File: src/rtl/brs_pkg.sv
package brs_pkg;

  typedef enum logic [1:0] {
    RESP_GOOD = 2'b00,
    RESP_FAIL = 2'b10
  } beat_resp_e;

  localparam logic [1:0] BURST_HOLD = 2'b00;

  // Start-up contents of the word store; truncated by the user to its width.
  function automatic logic [63:0] fill_word(input int unsigned idx);
    return (64'(idx) * 64'h0000_0000_0100_0193) ^ 64'h5A5A_5A5A_5A5A_5A5A;
  endfunction

endpackage

File: src/rtl/brs_word_store.sv
module brs_word_store #(
  parameter int DATA_W = 32,
  parameter int DEPTH  = 64,
  localparam int MEM_AW = (DEPTH > 1) ? $clog2(DEPTH) : 1
) (
  input  logic              clk,
  input  logic              rd_en,
  input  logic              rd_zero,
  input  logic [MEM_AW-1:0] rd_idx,
  output logic [DATA_W-1:0] rd_data
);
  import brs_pkg::*;

  logic [DATA_W-1:0] mem [DEPTH];

  initial begin
    for (int i = 0; i < DEPTH; i++) begin
      mem[i] = DATA_W'(fill_word(i));
    end
  end

  // Registered read port; the zero path maps onto the output register reset.
  always_ff @(posedge clk) begin
    if (rd_en) begin
      if (rd_zero) rd_data <= '0;
      else         rd_data <= mem[rd_idx];
    end
  end

endmodule

File: src/rtl/brs_beat_addr.sv
module brs_beat_addr #(
  parameter int ADDR_W = 12,
  parameter int DATA_W = 32,
  parameter int DEPTH  = 64,
  parameter int LEN_W  = 8,
  localparam int OFF_W = $clog2(DATA_W / 8),
  localparam int IDX_W = ADDR_W - OFF_W
) (
  input  logic              clk,
  input  logic              rst,
  input  logic              load,
  input  logic              advance,
  input  logic [ADDR_W-1:0] ar_addr,
  input  logic [LEN_W-1:0]  ar_len,
  input  logic [1:0]        ar_burst,
  output logic [IDX_W-1:0]  fetch_idx,
  output logic              fetch_in_range,
  output logic              fetch_last
);
  import brs_pkg::*;

  localparam logic [IDX_W:0] DEPTH_L = (IDX_W + 1)'(DEPTH);

  logic [IDX_W-1:0] cur_idx;
  logic [IDX_W-1:0] step_idx;
  logic [IDX_W-1:0] ar_idx;
  logic [LEN_W-1:0] remain;
  logic             hold_q;
  logic             unused_offset_bits;

  assign unused_offset_bits = ^ar_addr[OFF_W-1:0];
  assign ar_idx   = ar_addr[ADDR_W-1:OFF_W];
  assign step_idx = hold_q ? cur_idx : cur_idx + 1'b1;

  always_comb begin
    if (load) begin
      fetch_idx  = ar_idx;
      fetch_last = (ar_len == '0);
    end else begin
      fetch_idx  = step_idx;
      fetch_last = (remain == LEN_W'(1));
    end
  end

  assign fetch_in_range = ({1'b0, fetch_idx} < DEPTH_L);

  always_ff @(posedge clk) begin
    if (rst) begin
      cur_idx <= '0;
      remain  <= '0;
      hold_q  <= 1'b0;
    end else if (load) begin
      cur_idx <= ar_idx;
      remain  <= ar_len;
      hold_q  <= (ar_burst == BURST_HOLD);
    end else if (advance) begin
      cur_idx <= step_idx;
      remain  <= remain - 1'b1;
    end
  end

  // the controller never steps past the final beat.
  assert_no_early_advance_R4: assert property (@(posedge clk) disable iff (rst)
    advance |-> (remain != '0));

  // a new address never arrives while a burst is stepping.
  assert_load_idle_R2: assert property (@(posedge clk) disable iff (rst)
    !(load && advance));

endmodule

File: src/rtl/brs_beat_ctrl.sv
module brs_beat_ctrl (
  input  logic       clk,
  input  logic       rst,
  input  logic       ar_valid,
  output logic       ar_ready,
  input  logic       r_ready,
  output logic       r_valid,
  output logic [1:0] r_resp,
  output logic       r_last,
  input  logic       fetch_in_range,
  input  logic       fetch_last,
  output logic       load,
  output logic       advance,
  output logic       rd_en
);
  import brs_pkg::*;

  logic       ar_ready_q;
  logic       r_valid_q;
  logic       r_last_q;
  beat_resp_e r_resp_q;
  logic       taken;
  logic       finish;

  assign load    = ar_valid && ar_ready_q;
  assign taken   = r_valid_q && r_ready;
  assign advance = taken && !r_last_q;
  assign finish  = taken && r_last_q;
  assign rd_en   = load || advance;

  always_ff @(posedge clk) begin
    if (rst) begin
      ar_ready_q <= 1'b0;
      r_valid_q  <= 1'b0;
      r_last_q   <= 1'b0;
      r_resp_q   <= RESP_GOOD;
    end else begin
      ar_ready_q <= !load && (!r_valid_q || finish);
      if (rd_en)       r_valid_q <= 1'b1;
      else if (finish) r_valid_q <= 1'b0;
      if (rd_en) begin
        r_last_q <= fetch_last;
        r_resp_q <= fetch_in_range ? RESP_GOOD : RESP_FAIL;
      end
    end
  end

  assign ar_ready = ar_ready_q;
  assign r_valid  = r_valid_q;
  assign r_resp   = r_resp_q;
  assign r_last   = r_last_q;

  // a waiting beat stays on the bus unchanged.
  assert_beat_hold_R5: assert property (@(posedge clk) disable iff (rst)
    (r_valid_q && !r_ready) |=> (r_valid_q && $stable(r_resp_q) && $stable(r_last_q)));

  // no address is accepted while a beat is outstanding.
  assert_single_active_R2: assert property (@(posedge clk) disable iff (rst)
    r_valid_q |-> !ar_ready_q);

  // data appears only after an address handshake.
  assert_data_after_addr_R3: assert property (@(posedge clk) disable iff (rst)
    $rose(r_valid_q) |-> $past(load));

endmodule

File: src/rtl/burst_read_slave.sv
module burst_read_slave #(
  parameter int ADDR_W = 12,
  parameter int DATA_W = 32,
  parameter int DEPTH  = 64,
  parameter int LEN_W  = 8,
  localparam int OFF_W  = $clog2(DATA_W / 8),
  localparam int IDX_W  = ADDR_W - OFF_W,
  localparam int MEM_AW = (DEPTH > 1) ? $clog2(DEPTH) : 1
) (
  input  logic              clk,
  input  logic              rst,
  input  logic              ar_valid,
  output logic              ar_ready,
  input  logic [ADDR_W-1:0] ar_addr,
  input  logic [LEN_W-1:0]  ar_len,
  input  logic [1:0]        ar_burst,
  output logic              r_valid,
  input  logic              r_ready,
  output logic [DATA_W-1:0] r_data,
  output logic [1:0]        r_resp,
  output logic              r_last
);

  logic             load;
  logic             advance;
  logic             rd_en;
  logic [IDX_W-1:0] fetch_idx;
  logic             fetch_in_range;
  logic             fetch_last;

  brs_beat_ctrl u_ctrl (
    .clk            (clk),
    .rst            (rst),
    .ar_valid       (ar_valid),
    .ar_ready       (ar_ready),
    .r_ready        (r_ready),
    .r_valid        (r_valid),
    .r_resp         (r_resp),
    .r_last         (r_last),
    .fetch_in_range (fetch_in_range),
    .fetch_last     (fetch_last),
    .load           (load),
    .advance        (advance),
    .rd_en          (rd_en)
  );

  brs_beat_addr #(
    .ADDR_W (ADDR_W),
    .DATA_W (DATA_W),
    .DEPTH  (DEPTH),
    .LEN_W  (LEN_W)
  ) u_addr (
    .clk            (clk),
    .rst            (rst),
    .load           (load),
    .advance        (advance),
    .ar_addr        (ar_addr),
    .ar_len         (ar_len),
    .ar_burst       (ar_burst),
    .fetch_idx      (fetch_idx),
    .fetch_in_range (fetch_in_range),
    .fetch_last     (fetch_last)
  );

  brs_word_store #(
    .DATA_W (DATA_W),
    .DEPTH  (DEPTH)
  ) u_store (
    .clk     (clk),
    .rd_en   (rd_en),
    .rd_zero (!fetch_in_range),
    .rd_idx  (fetch_idx[MEM_AW-1:0]),
    .rd_data (r_data)
  );

  // Beat tally used only by the length check below.
  logic [LEN_W:0]   beat_cnt;
  logic [LEN_W-1:0] len_q;

  always_ff @(posedge clk) begin
    if (rst) begin
      beat_cnt <= '0;
      len_q    <= '0;
    end else if (ar_valid && ar_ready) begin
      beat_cnt <= '0;
      len_q    <= ar_len;
    end else if (r_valid && r_ready) begin
      beat_cnt <= beat_cnt + 1'b1;
    end
  end

  // the flagged last beat is exactly beat number len.
  assert_full_length_R4: assert property (@(posedge clk) disable iff (rst)
    (r_valid && r_ready && r_last) |-> (beat_cnt == {1'b0, len_q}));

  // an error beat carries zero data.
  assert_fail_zero_R9: assert property (@(posedge clk) disable iff (rst)
    (r_valid && r_resp == 2'b10) |-> (r_data == '0));

  // data is held while the requester stalls.
  assert_data_hold_R5: assert property (@(posedge clk) disable iff (rst)
    (r_valid && !r_ready) |=> $stable(r_data));

endmodule

File: config.mk
export PLATFORM = sky130hd
export DESIGN_NAME = burst_read_slave
export DESIGN_NICKNAME = d
export VERILOG_FILES = /design/src/rtl/brs_pkg.sv /design/src/rtl/brs_word_store.sv /design/src/rtl/brs_beat_addr.sv /design/src/rtl/brs_beat_ctrl.sv /design/src/rtl/burst_read_slave.sv
export SDC_FILE = /design/constraint.sdc
export NUM_CORES = 1
export LEC_CHECK = 0
export ABC_AREA = 1
export BUFFER_PORTS_ARGS = -buffer_cell sky130_fd_sc_hd__buf_2
export CAP_MARGIN = 20
export CORE_MARGIN = 2
export CORE_UTILIZATION = 45
export CTS_BUF_LIST = sky130_fd_sc_hd__clkbuf_8
export DETAILED_ROUTE_END_ITERATION = 6
export PLACE_DENSITY = 0.67
export SETUP_SLACK_MARGIN = 0.4
export SLEW_MARGIN = 20
export SYNTH_ARGS = -nofsm -noshare
export SYNTH_HDL_FRONTEND = slang
export SYNTH_SLANG_ARGS = --single-unit
File: constraint.sdc
create_clock -name clk -period 5.61 [get_ports clk]
set_input_delay 0.8415 -clock clk [delete_from_list [all_inputs] [get_ports clk]]
set_output_delay 0.8415 -clock clk [all_outputs]
set_load 0.01 [all_outputs]
==> reports/results.ini, run 1 <==
[run_status]
status = finished, final reports clean

[worst_setup_path]
crit_top_cell = nand2_1
start_kind = primary input
cp.required_ns = 5.68
r2r-end = u_store.rd_data[12]
worstRegToRegCells = 15
end_kind = register
worst-setup-path-type = in2reg
rrSetupSlack_ns = 2.71
crit_start = ar_valid
cp.arrival_ns = 3.28
crit_chain = buf_2 > nand2_2 > inv_2 > nand2_1 > nand2_1 > inv_1 > ha_1 > inv_1 > nand2_1 > inv_1 > nand2_1 > nand2_1 > nand2_1 > o21ai_0 > nand2_1 > nand2_1
cp_slowest_cell = nand2_2
path_max_fanout = 24
reg2reg_from = u_ctrl.ar_ready
max_stage_delay_ns = 0.39

[logic_synthesis]
synth-edff-count = 21
syn-cell-area_mm2 = 0.003443
synthDistinctLibCells = 39
ys_seq_area_frac = 0.3169
avgSynthCellArea_um2 = 6.956
async_flop_share = 0
synth_top_flop_cell = dfxtp_1
ys_ff_latch = 44
synth_top_area_cell = nand2_1
ys_warn_count = 0
synthTopCellsByArea = nand2_1 (19%), edfxtp_1 (18%), dfxtp_1 (13%)
synthCells = 495
synth_top_area_share = 0.1864

[sta]
fin_skew_ns = 0.009510
fin_crit_ns = 3.213
setup_viol = 0
hold_viol_final = 0
worst_pin_slew_ns = 0.7018
timing.final.crit_share = 0.5727
drv_slew = 0
fmax_ghz = 0.3112
rsz0062_at_grt = false
slew_headroom = 0.5316
finalSetupTns_ns = 0

[final_layout]
area_growth_syn_to_layout_pct = 9.266
insertedDiodeCount = 0
finalNetCount = 571
final_cell_area_mm2 = 0.003762
stdcell_count = 633
fin_util = 0.5132
drive_gt1_frac = 0.1966

[clock_tree]
clk_latency_ns = 0.31
post_cts_buffers = 0
cts.htree.levels = 2
cts_hold_buf = 0
tritoncts = yes
clk_pin_slew_ns = 0.09
cts-root-buf = clkbuf_8
clockBufferDepth = 2
cts_sinks = 44
cts_buffers = 5
cts.repair.resized = 0

[global_route]
gr-usage-all-layers = 0.1955
grt_pass1_vias = 3042
gr-total-overflow = 0
grt_start_max_net_pins = 33
antenna_found_initial = 0
grt_pass1_wl_um = 13630

[placement]
gp_congestion = 0.9048
io_buffers = 53
placed_area_mm2 = 0.003630
dp.cells = 625
hpwl_um = 5593

[detailed_routing]
first_pass_iters = 5
ant_nets = 0
vias_per_cell = 5.174
wl_per_cell_um = 12.47
drc = 0
vias = 3275
drt_iter0_markers = 237
drt-total-wl_um = 7894

[floorplan]
core_area_mm2 = 0.007331
die-width_um = 91.48
rows = 31
pin_count = 63
start_util = 0.4697
die-area_mm2 = 0.008368
dieHeight_um = 91.48

[job]
maxCapViolations = 0

[worst_hold_path]
hold_end = u_addr.remain[1]
holdPathStages = 2
hold_class = reg2reg
hold_start = u_addr.remain[1]

[power_and_ir_drop]
ir_drop_mv = 0.1519
leakage_nw = 1.843
power_density_mw_per_mm2 = 299.5

[Yosys cell counts, types with 3 or more instances]
cell type / number
edfxtp_1: 21
inv_1: 38
xor2_1: 4
dfxtp_1: 23
o211ai_1: 6
or2_2: 4
nand3_1: 61
nor2_2: 9
nand2_4: 4
inv_2: 5
nand2_2: 10
buf_4: 15
buf_2: 4
o21ai_0: 15
buf_6: 7
nor3_1: 3
ha_1: 12
o21ai_1: 10
nand4_1: 3
nor2_1: 27
nand2_1: 171
nand3_2: 3
a31oi_1: 7
a21oi_1: 12
[worst max path at each step]
stage	end	slack, ns
2_1_floorplan	u_store.rd_data[10]	3.06
3_3_place_gp	u_store.rd_data[12]	2.11
3_5_place_dp	u_store.rd_data[12]	2.07
4_1_cts	u_store.rd_data[12]	2.38
5_1_grt	u_store.rd_data[12]	2.11
6_report	u_store.rd_data[12]	2.40
[cell families (layout without fill, tap and decap cells)]
group,count (synthesis),count (layout),share of synthesized area
and+or+nand+nor,305,305,0.4150
adders and majority gates,12,12,0.04360
buffers and inverters,72,105,0.1145
other,1,7,0.001089
AOI/OAI and AO/OA,56,56,0.09629
xor gates and xnor gates,5,5,0.01272
DFF,44,44,0.3169
[routing by layer]
layer	up-vias	global-route usage	part of all wire
met3	16	0.03154	0.062
met2	119	0.3162	0.45
met5	-	0	0
met4	0	0.08460	0.020
li1	1670	-	-
met1	1470	0.2570	0.47
[worst max-delay path, delay by kind of cell]
kind | cells | cell delay, ns
buf+inv | 5 | 0.79
fa+ha+maj | 1 | 0.23
simple gates | 9 | 1.32
compound gates | 1 | 0.08
[power breakdown]
| part | internal (mW) | switching [mW] | leakage [nW] | total [mW] |
|---|---|---|---|---|
| combinational | 0.142 | 0.295 | 1.38 | 0.437 |
| sequential | 0.378 | 0.0185 | 0.392 | 0.397 |
| clock | 0.176 | 0.117 | 0.0695 | 0.293 |
[state kept, by name, summed over array words and instances, names as in the netlist]
name             flops
u_ctrl.r_resp        1
u_store.rd_data     21
u_addr.hold_q        1
u_addr.remain        8
u_addr.cur_idx      10
u_ctrl.r_last        1
u_ctrl.ar_ready      1
u_ctrl.r_valid       1
[layout make-up]
class                           count  area, um2
Clock buffer                        5      68.82
Clock inverter                      3      63.81
Fill cell                         735       3568
Inverter                           43      161.4
Multi-Input combinational cell    385       1981
Sequential cell                    44       1091
Tap cell                           99      123.9
Timing Repair Buffer               54      272.8
[stage by stage]
step	setup slack (ns)	power, mW	hold slack [ns]
5_1_grt	2.106	1.207	0.5424
4_1_cts	2.382	1.129	0.5112
3_3_place_gp	2.113	0.8280	0.4852
3_5_place_dp	2.073	0.8324	0.4988
2_1_floorplan	3.062	0.7586	0.4675
6_report	2.397	1.127	0.5108
[cells in the final DEF, fill, tap and decap left out, types with 2 or more instances in the layout]
cell type,instances
buf_2,53
or2_2,4
nand2_1,171
a21oi_2,2
nand2_2,10
clkbuf_8,5
o21bai_1,2
nand3_2,3
conb_1,7
nor3_1,3
nor2_2,9
o21ai_0,15
ha_1,12
xor2_1,4
o21ai_1,10
o211ai_1,6
nand3_1,61
inv_2,5
nand3b_1,2
nand3_4,2
nor2_8,2
nand4_1,3
dfxtp_1,23
edfxtp_1,21
bufinv_16,2
nand2_4,4
inv_1,39
nor2_1,27
a31oi_1,7
a21oi_1,12
(Power assumes the default switching activity.)
==> run 2: changes to the inputs <==
ABC_AREA = 0   (was 1)
clock period = 3 ns   (was 5.61 ns; I/O delays follow)
==> reports/results.ini, run 2 <==
[run_status]
status = finished, final reports clean

[worst_hold_path]
holdPathStages = 3
hold_start = ar_len[1]
hold_class = in2reg
hold_end = u_addr.remain[1]

[global_route]
grt_pass1_vias = 3072
gr-usage-all-layers = 0.2203
gr-total-overflow = 0
grt_start_max_net_pins = 31
grt_pass1_wl_um = 15040
antenna_found_initial = 0

[final_layout]
largest_reg_flops = 21
mostFrequentLayoutCells = nand2_1 (58), buf_2 (53), nor2_1 (44)
insertedDiodeCount = 0
n_fill_cell = 690
final_common_cell = nand2_1
regMostFlops = u_store.rd_data
drive_gt1_frac = 0.2788
fin_util = 0.5606
reg_top3 = u_store.rd_data x21, u_addr.cur_idx x10, u_addr.remain x8
area_growth_syn_to_layout_pct = 20.29
finalNetCount = 514

[clock_tree]
tritoncts = yes
clk_pin_slew_ns = 0.09
clk_latency_ns = 0.30
clockBufferDepth = 2
cts-root-buf = clkbuf_8
cts.htree.levels = 2
cts_sinks = 44
cts_buffers = 5

[logic_synthesis]
synth-edff-count = 21
synth_common_cells = nand2_1 (59), nor2_1 (45), a21oi_1 (38)
async_flop_share = 0
synthTopCellsByArea = edfxtp_1 (19%), dfxtp_1 (14%), nand2_1 (6.5%)
avgSynthCellArea_um2 = 8.169
ys_warn_count = 0
synth_most_common_cell = nand2_1
ys_ff_latch = 44
syn-cell-area_mm2 = 0.003398
synthDistinctLibCells = 71
synthCells = 416
ys_seq_area_frac = 0.3211
synth_top_area_cell = edfxtp_1
synth_top_flop_cell = dfxtp_1
synth_top_area_share = 0.1856

[worst_setup_path]
r2r-end = u_store.rd_data[6]
start_kind = register
cp.arrival_ns = 2.64
path_max_fanout = 8
cp.required_ns = 3.12
worstRegToRegCells = 9
end_kind = register
rrSetupSlack_ns = 0.48
reg2reg_from = u_addr.cur_idx[1]
worst-setup-path-type = reg2reg

[floorplan]
die-width_um = 90.90
rows = 31
pin_count = 63
die-area_mm2 = 0.008263
core_area_mm2 = 0.007292
start_util = 0.4660
dieHeight_um = 90.90

[sta]
finalSetupTns_ns = 0
slew_headroom = 0.5523
whs_ns = 0.3954
layout_setup_ws_ns = 0.4784
worst_pin_slew_ns = 0.6690
hold_viol_final = 0
drv_slew = 0
setup_viol = 0
timing.final.crit_share = 0.8405
fin_crit_ns = 2.522
rsz0062_at_grt = false
fmax_ghz = 0.3966
fin_skew_ns = 0.007455

[detailed_routing]
vias = 3370
met3_length_um = 601
drt-total-wl_um = 9434
ant_nets = 0
drc = 0
wl_met2_um = 4386
wl_per_cell_um = 16.38
first_pass_iters = 5
wl_met1_um = 4282
top_layer = met4
vias_per_cell = 5.851
drt_iter0_markers = 338

[placement]
io_buffers = 53
gp_congestion = 0.9191
place_ws_ns = 0.2232
hpwl_um = 6459

[power_and_ir_drop]
switching_share = 0.3580
intPower_mw = 1.273
power_switching_uw = 709.7
leakage_nw = 1.576
power.share.sequential = 0.367
combPwrFrac = 0.398
totalPowerFinal_mw = 1.983
power_frac_clock = 0.235
power_density_mw_per_mm2 = 485.1
ir_drop_mv = 0.2927

[job]
maxCapViolations = 0

-- run 2: cell count changes after synthesis, moves of 12 or more --
cell | before | now
inv_1 | 38 | 7
nand2_1 | 171 | 59
nand3_1 | 61 | 6
nor2_1 | 27 | 45
a21oi_1 | 12 | 38
xnor2_1 | 1 | 13
a211oi_1 | 0 | 13
-- run 2: repair_timing --
action,in CTS,in global routing
setup buffers,3,6
cloned,0,2
endpoints found under the setup margin,10,10
gates resized for setup,10,23
pin swaps,1,6
hold buffers,0,0
-- run 2: critical path, stage by stage, from the launching register on --
cell and delay (ns):
dfxtp_4 0.38, ha_4 0.27, mux2i_4 0.07, mux2i_4 0.34
inv_2 0.13, ha_1 0.23, buf_4 0.17, o41ai_1 0.39
a21oi_1 0.10, a311oi_1 0.25
-- run 2: power groups by stage --
stage	logic (mW)	clock network (mW)	registers (mW)
2_1_floorplan	0.487	0	0.757
3_3_place_gp	0.694	0	0.740
3_5_place_dp	0.698	0	0.741
4_1_cts	0.711	0.474	0.728
5_1_grt	0.857	0.504	0.736
6_report	0.789	0.466	0.728
-- run 2: kinds of logic (layout without fill, tap and decap cells) --
group / after synthesis / count (layout) / share of synthesized area
fa+ha+maj: 12 / 12 / 0.04418
mux: 10 / 10 / 0.03498
flops: 44 / 44 / 0.3211
simple gates: 156 / 158 / 0.2147
buf+inv: 50 / 103 / 0.08431
other cells: 1 / 7 / 0.001104
xor+xnor: 17 / 17 / 0.04934
compound gates: 126 / 126 / 0.2504
-- run 2: worst max path at each step --
stage,slack [ns],end,start,depth (start not counted)
after global placement,0.25,u_store.rd_data[6],ar_valid,9
after floorplan,0.40,u_store.rd_data[7],ar_valid,12
after detailed placement,0.22,u_store.rd_data[7],ar_valid,9
after CTS,0.40,u_store.rd_data[9],u_addr.hold_q,9
final,0.48,u_store.rd_data[6],u_addr.cur_idx[1],9
after global routing,0.40,u_store.rd_data[7],u_addr.hold_q,10
-- run 2: metal layers --
layer / global-route usage / up-vias
met5: 0 / -
met4: 0.05051 / 0
met3: 0.03506 / 12
met2: 0.3638 / 147
met1: 0.3039 / 1573
li1: - / 1638
-- run 2: per-stage QoR --
| stage | instances | instance area (um2) |
|---|---|---|
| finish | 576 | 4088 |
| global route | 576 | 4088 |
| CTS | 568 | 3941 |
| detailed placement | 557 | 3771 |
| global placement | 557 | 3771 |
| floorplan | 422 | 3442 |
-- run 2: final cells by class --
class                      instances  area [um2]  share of cell area
multi-input combinational        330        2172              0.5314
clock inverter                     3       46.29             0.01133
clock buffer                       5       68.82             0.01684
tap                               99       123.9             0.03030
inverter                          10       47.55             0.01163
sequential                        44        1104              0.2700
timing repair buffer              85       525.5              0.1286
==> run 3: changes to the inputs <==
ABC_AREA = 1   (was 0)
clock period = 2.55 ns   (was 3 ns; I/O delays follow)
==> reports/results.ini, run 3 (synthesized netlist as in run 1, its figures left out) <==
[run_status]
status = finished, final reports clean

[worst_setup_path]
end_kind = register
cp.arrival_ns = 2.15
start_kind = register
rrSetupSlack_ns = 0.47
endpoint = u_store.rd_data[11]
reg2reg_from = u_addr.cur_idx[0]
cp.required_ns = 2.62
worst-setup-path-type = reg2reg
path_max_fanout = 7
r2r-end = u_store.rd_data[11]
worstRegToRegCells = 13
crit_start = u_addr.cur_idx[0]

[detailed_routing]
wl_per_cell_um = 12.60
vias_per_cell = 5.150
drc = 0
drt-total-wl_um = 8242
drt_iter0_markers = 219
first_pass_iters = 4
vias = 3368
ant_nets = 0

[global_route]
gr-usage-all-layers = 0.1986
gr-total-overflow = 0
grt_pass1_vias = 3065
grt_start_max_net_pins = 33
grt_pass1_wl_um = 13760
antenna_found_initial = 0

[sta]
slew_headroom = 0.6631
worst_pin_slew_ns = 0.5042
rsz0062_at_grt = true
finalSetupTns_ns = 0
hold_viol_final = 0
fmax_ghz = 0.4808
fin_crit_ns = 2.080
drv_slew = 0
setup_viol = 0
fin_skew_ns = 0.01316
timing.final.crit_share = 0.8156

[final_layout]
final_common_cell = nand2_1
reg_top3 = u_store.rd_data x21, u_addr.cur_idx x10, u_addr.remain x8
finalNetCount = 592
mostFrequentLayoutCells = nand2_1 (158), nand3_1 (55), buf_2 (53)
area_growth_syn_to_layout_pct = 18.93
regMostFlops = u_store.rd_data
drive_gt1_frac = 0.2847
insertedDiodeCount = 0
largest_reg_flops = 21

[power_and_ir_drop]
leakage_nw = 1.974
totalPowerFinal_mw = 2.458
power_density_mw_per_mm2 = 600.3
power_frac_clock = 0.175
power_switching_mw = 1.013
switching_share = 0.4122
intPower_mw = 1.445
combPwrFrac = 0.470
power.share.sequential = 0.355
ir_drop_mv = 0.2686

[floorplan]
core_area_mm2 = 0.007331
die-width_um = 91.48
rows = 31
pin_count = 63
dieHeight_um = 91.48
start_util = 0.4697
die-area_mm2 = 0.008368

[clock_tree]
clk_latency_ns = 0.30
cts_buffers = 5
cts_sinks = 44
cts-root-buf = clkbuf_8
cts.htree.levels = 2
tritoncts = yes
clk_pin_slew_ns = 0.09
clockBufferDepth = 2

[placement]
gp_congestion = 0.8862
hpwl_um = 5748
io_buffers = 53

[worst_hold_path]
hold_start = ar_len[6]
hold_class = in2reg

[job]
maxCapViolations = 0

-- run 3: cell count changes in the layout (fill, tap and decap cells not counted), sizes merged, moves of 13 or more --
| cell | change |
|---|---|
| nand2 | +126 |
| nand3 | +60 |
| inv | +34 |
| a21oi | -24 |
| a211oi | -14 |
| xnor2 | -13 |
-- run 3: power by group through the flow --
stage / combinational (mW) / sequential [mW] / clock (mW)
2_1_floorplan: 0.776 / 0.907 / 0
3_3_place_gp: 0.975 / 0.887 / 0
3_5_place_dp: 0.982 / 0.889 / 0
4_1_cts: 1.08 / 0.872 / 0.449
5_1_grt: 1.30 / 0.883 / 0.469
6_report: 1.15 / 0.874 / 0.430
-- run 3: metal layers --
layer | up-vias | GRT usage | share of wire | wire, um
met5 | - | 0 | 0 | 0
met4 | 0 | 0.07071 | 0.013 | 105
met3 | 11 | 0.02739 | 0.059 | 487
met2 | 105 | 0.3315 | 0.47 | 3844
met1 | 1532 | 0.2613 | 0.46 | 3805
li1 | 1720 | - | - | -
-- run 3: worst min path at each step --
stage,to,slack (ns),cells past startpoint
after floorplan,u_addr.remain[1],0.47,2
after global placement,u_addr.remain[1],0.49,2
after detailed placement,u_addr.remain[1],0.49,2
after CTS,u_addr.remain[6],0.37,3
after global routing,u_addr.remain[4],0.38,3
final,u_addr.remain[6],0.37,3
-- run 3: cell type report --
class	count	area, um2
Timing Repair Buffer	74	426.7
Fill cell	685	3236
Sequential cell	44	1097
Tap cell	99	123.9
Clock inverter	3	12.51
Multi-Input combinational cell	386	2197
Clock buffer	5	68.82
Inverter	43	168.9
-- run 3: what timing repair did --
action,4_1_cts,5_1_grt
buffers inserted,8,4
resized for setup,27,27
gates cloned,0,1
pin swaps,5,9
endpoints found under the setup margin,11,10
hold buffers,0,0
endpoints found under the hold margin,0,0
-- run 3: critical path, stage by stage (launching register included) --
cell,delay (ns)
dfxtp_2,0.34
ha_4,0.23
or2_4,0.25
nand3_4,0.08
nand2_8,0.09
ha_4,0.18
inv_2,0.08
nand3_4,0.12
nand2_2,0.09
o21ai_0,0.11
nand2_1,0.10
o21ai_1,0.08
nand2_1,0.07
nand2_1,0.05
-- run 3: stage by stage --
step | worst slack (ns) | util | cells | area (um2) | hold WS, ns
6_report | 0.4703 | 0.5586 | 654 | 4095 | 0.3727
5_1_grt | 0.3842 | 0.5586 | 654 | 4095 | 0.3838
4_1_cts | 0.3991 | 0.5390 | 649 | 3951 | 0.3683
3_5_place_dp | 0.1356 | 0.5061 | 633 | 3710 | 0.4939
3_3_place_gp | 0.1739 | 0.5061 | 633 | 3710 | 0.4852
2_1_floorplan | 0.4153 | - | 501 | 3486 | 0.4675
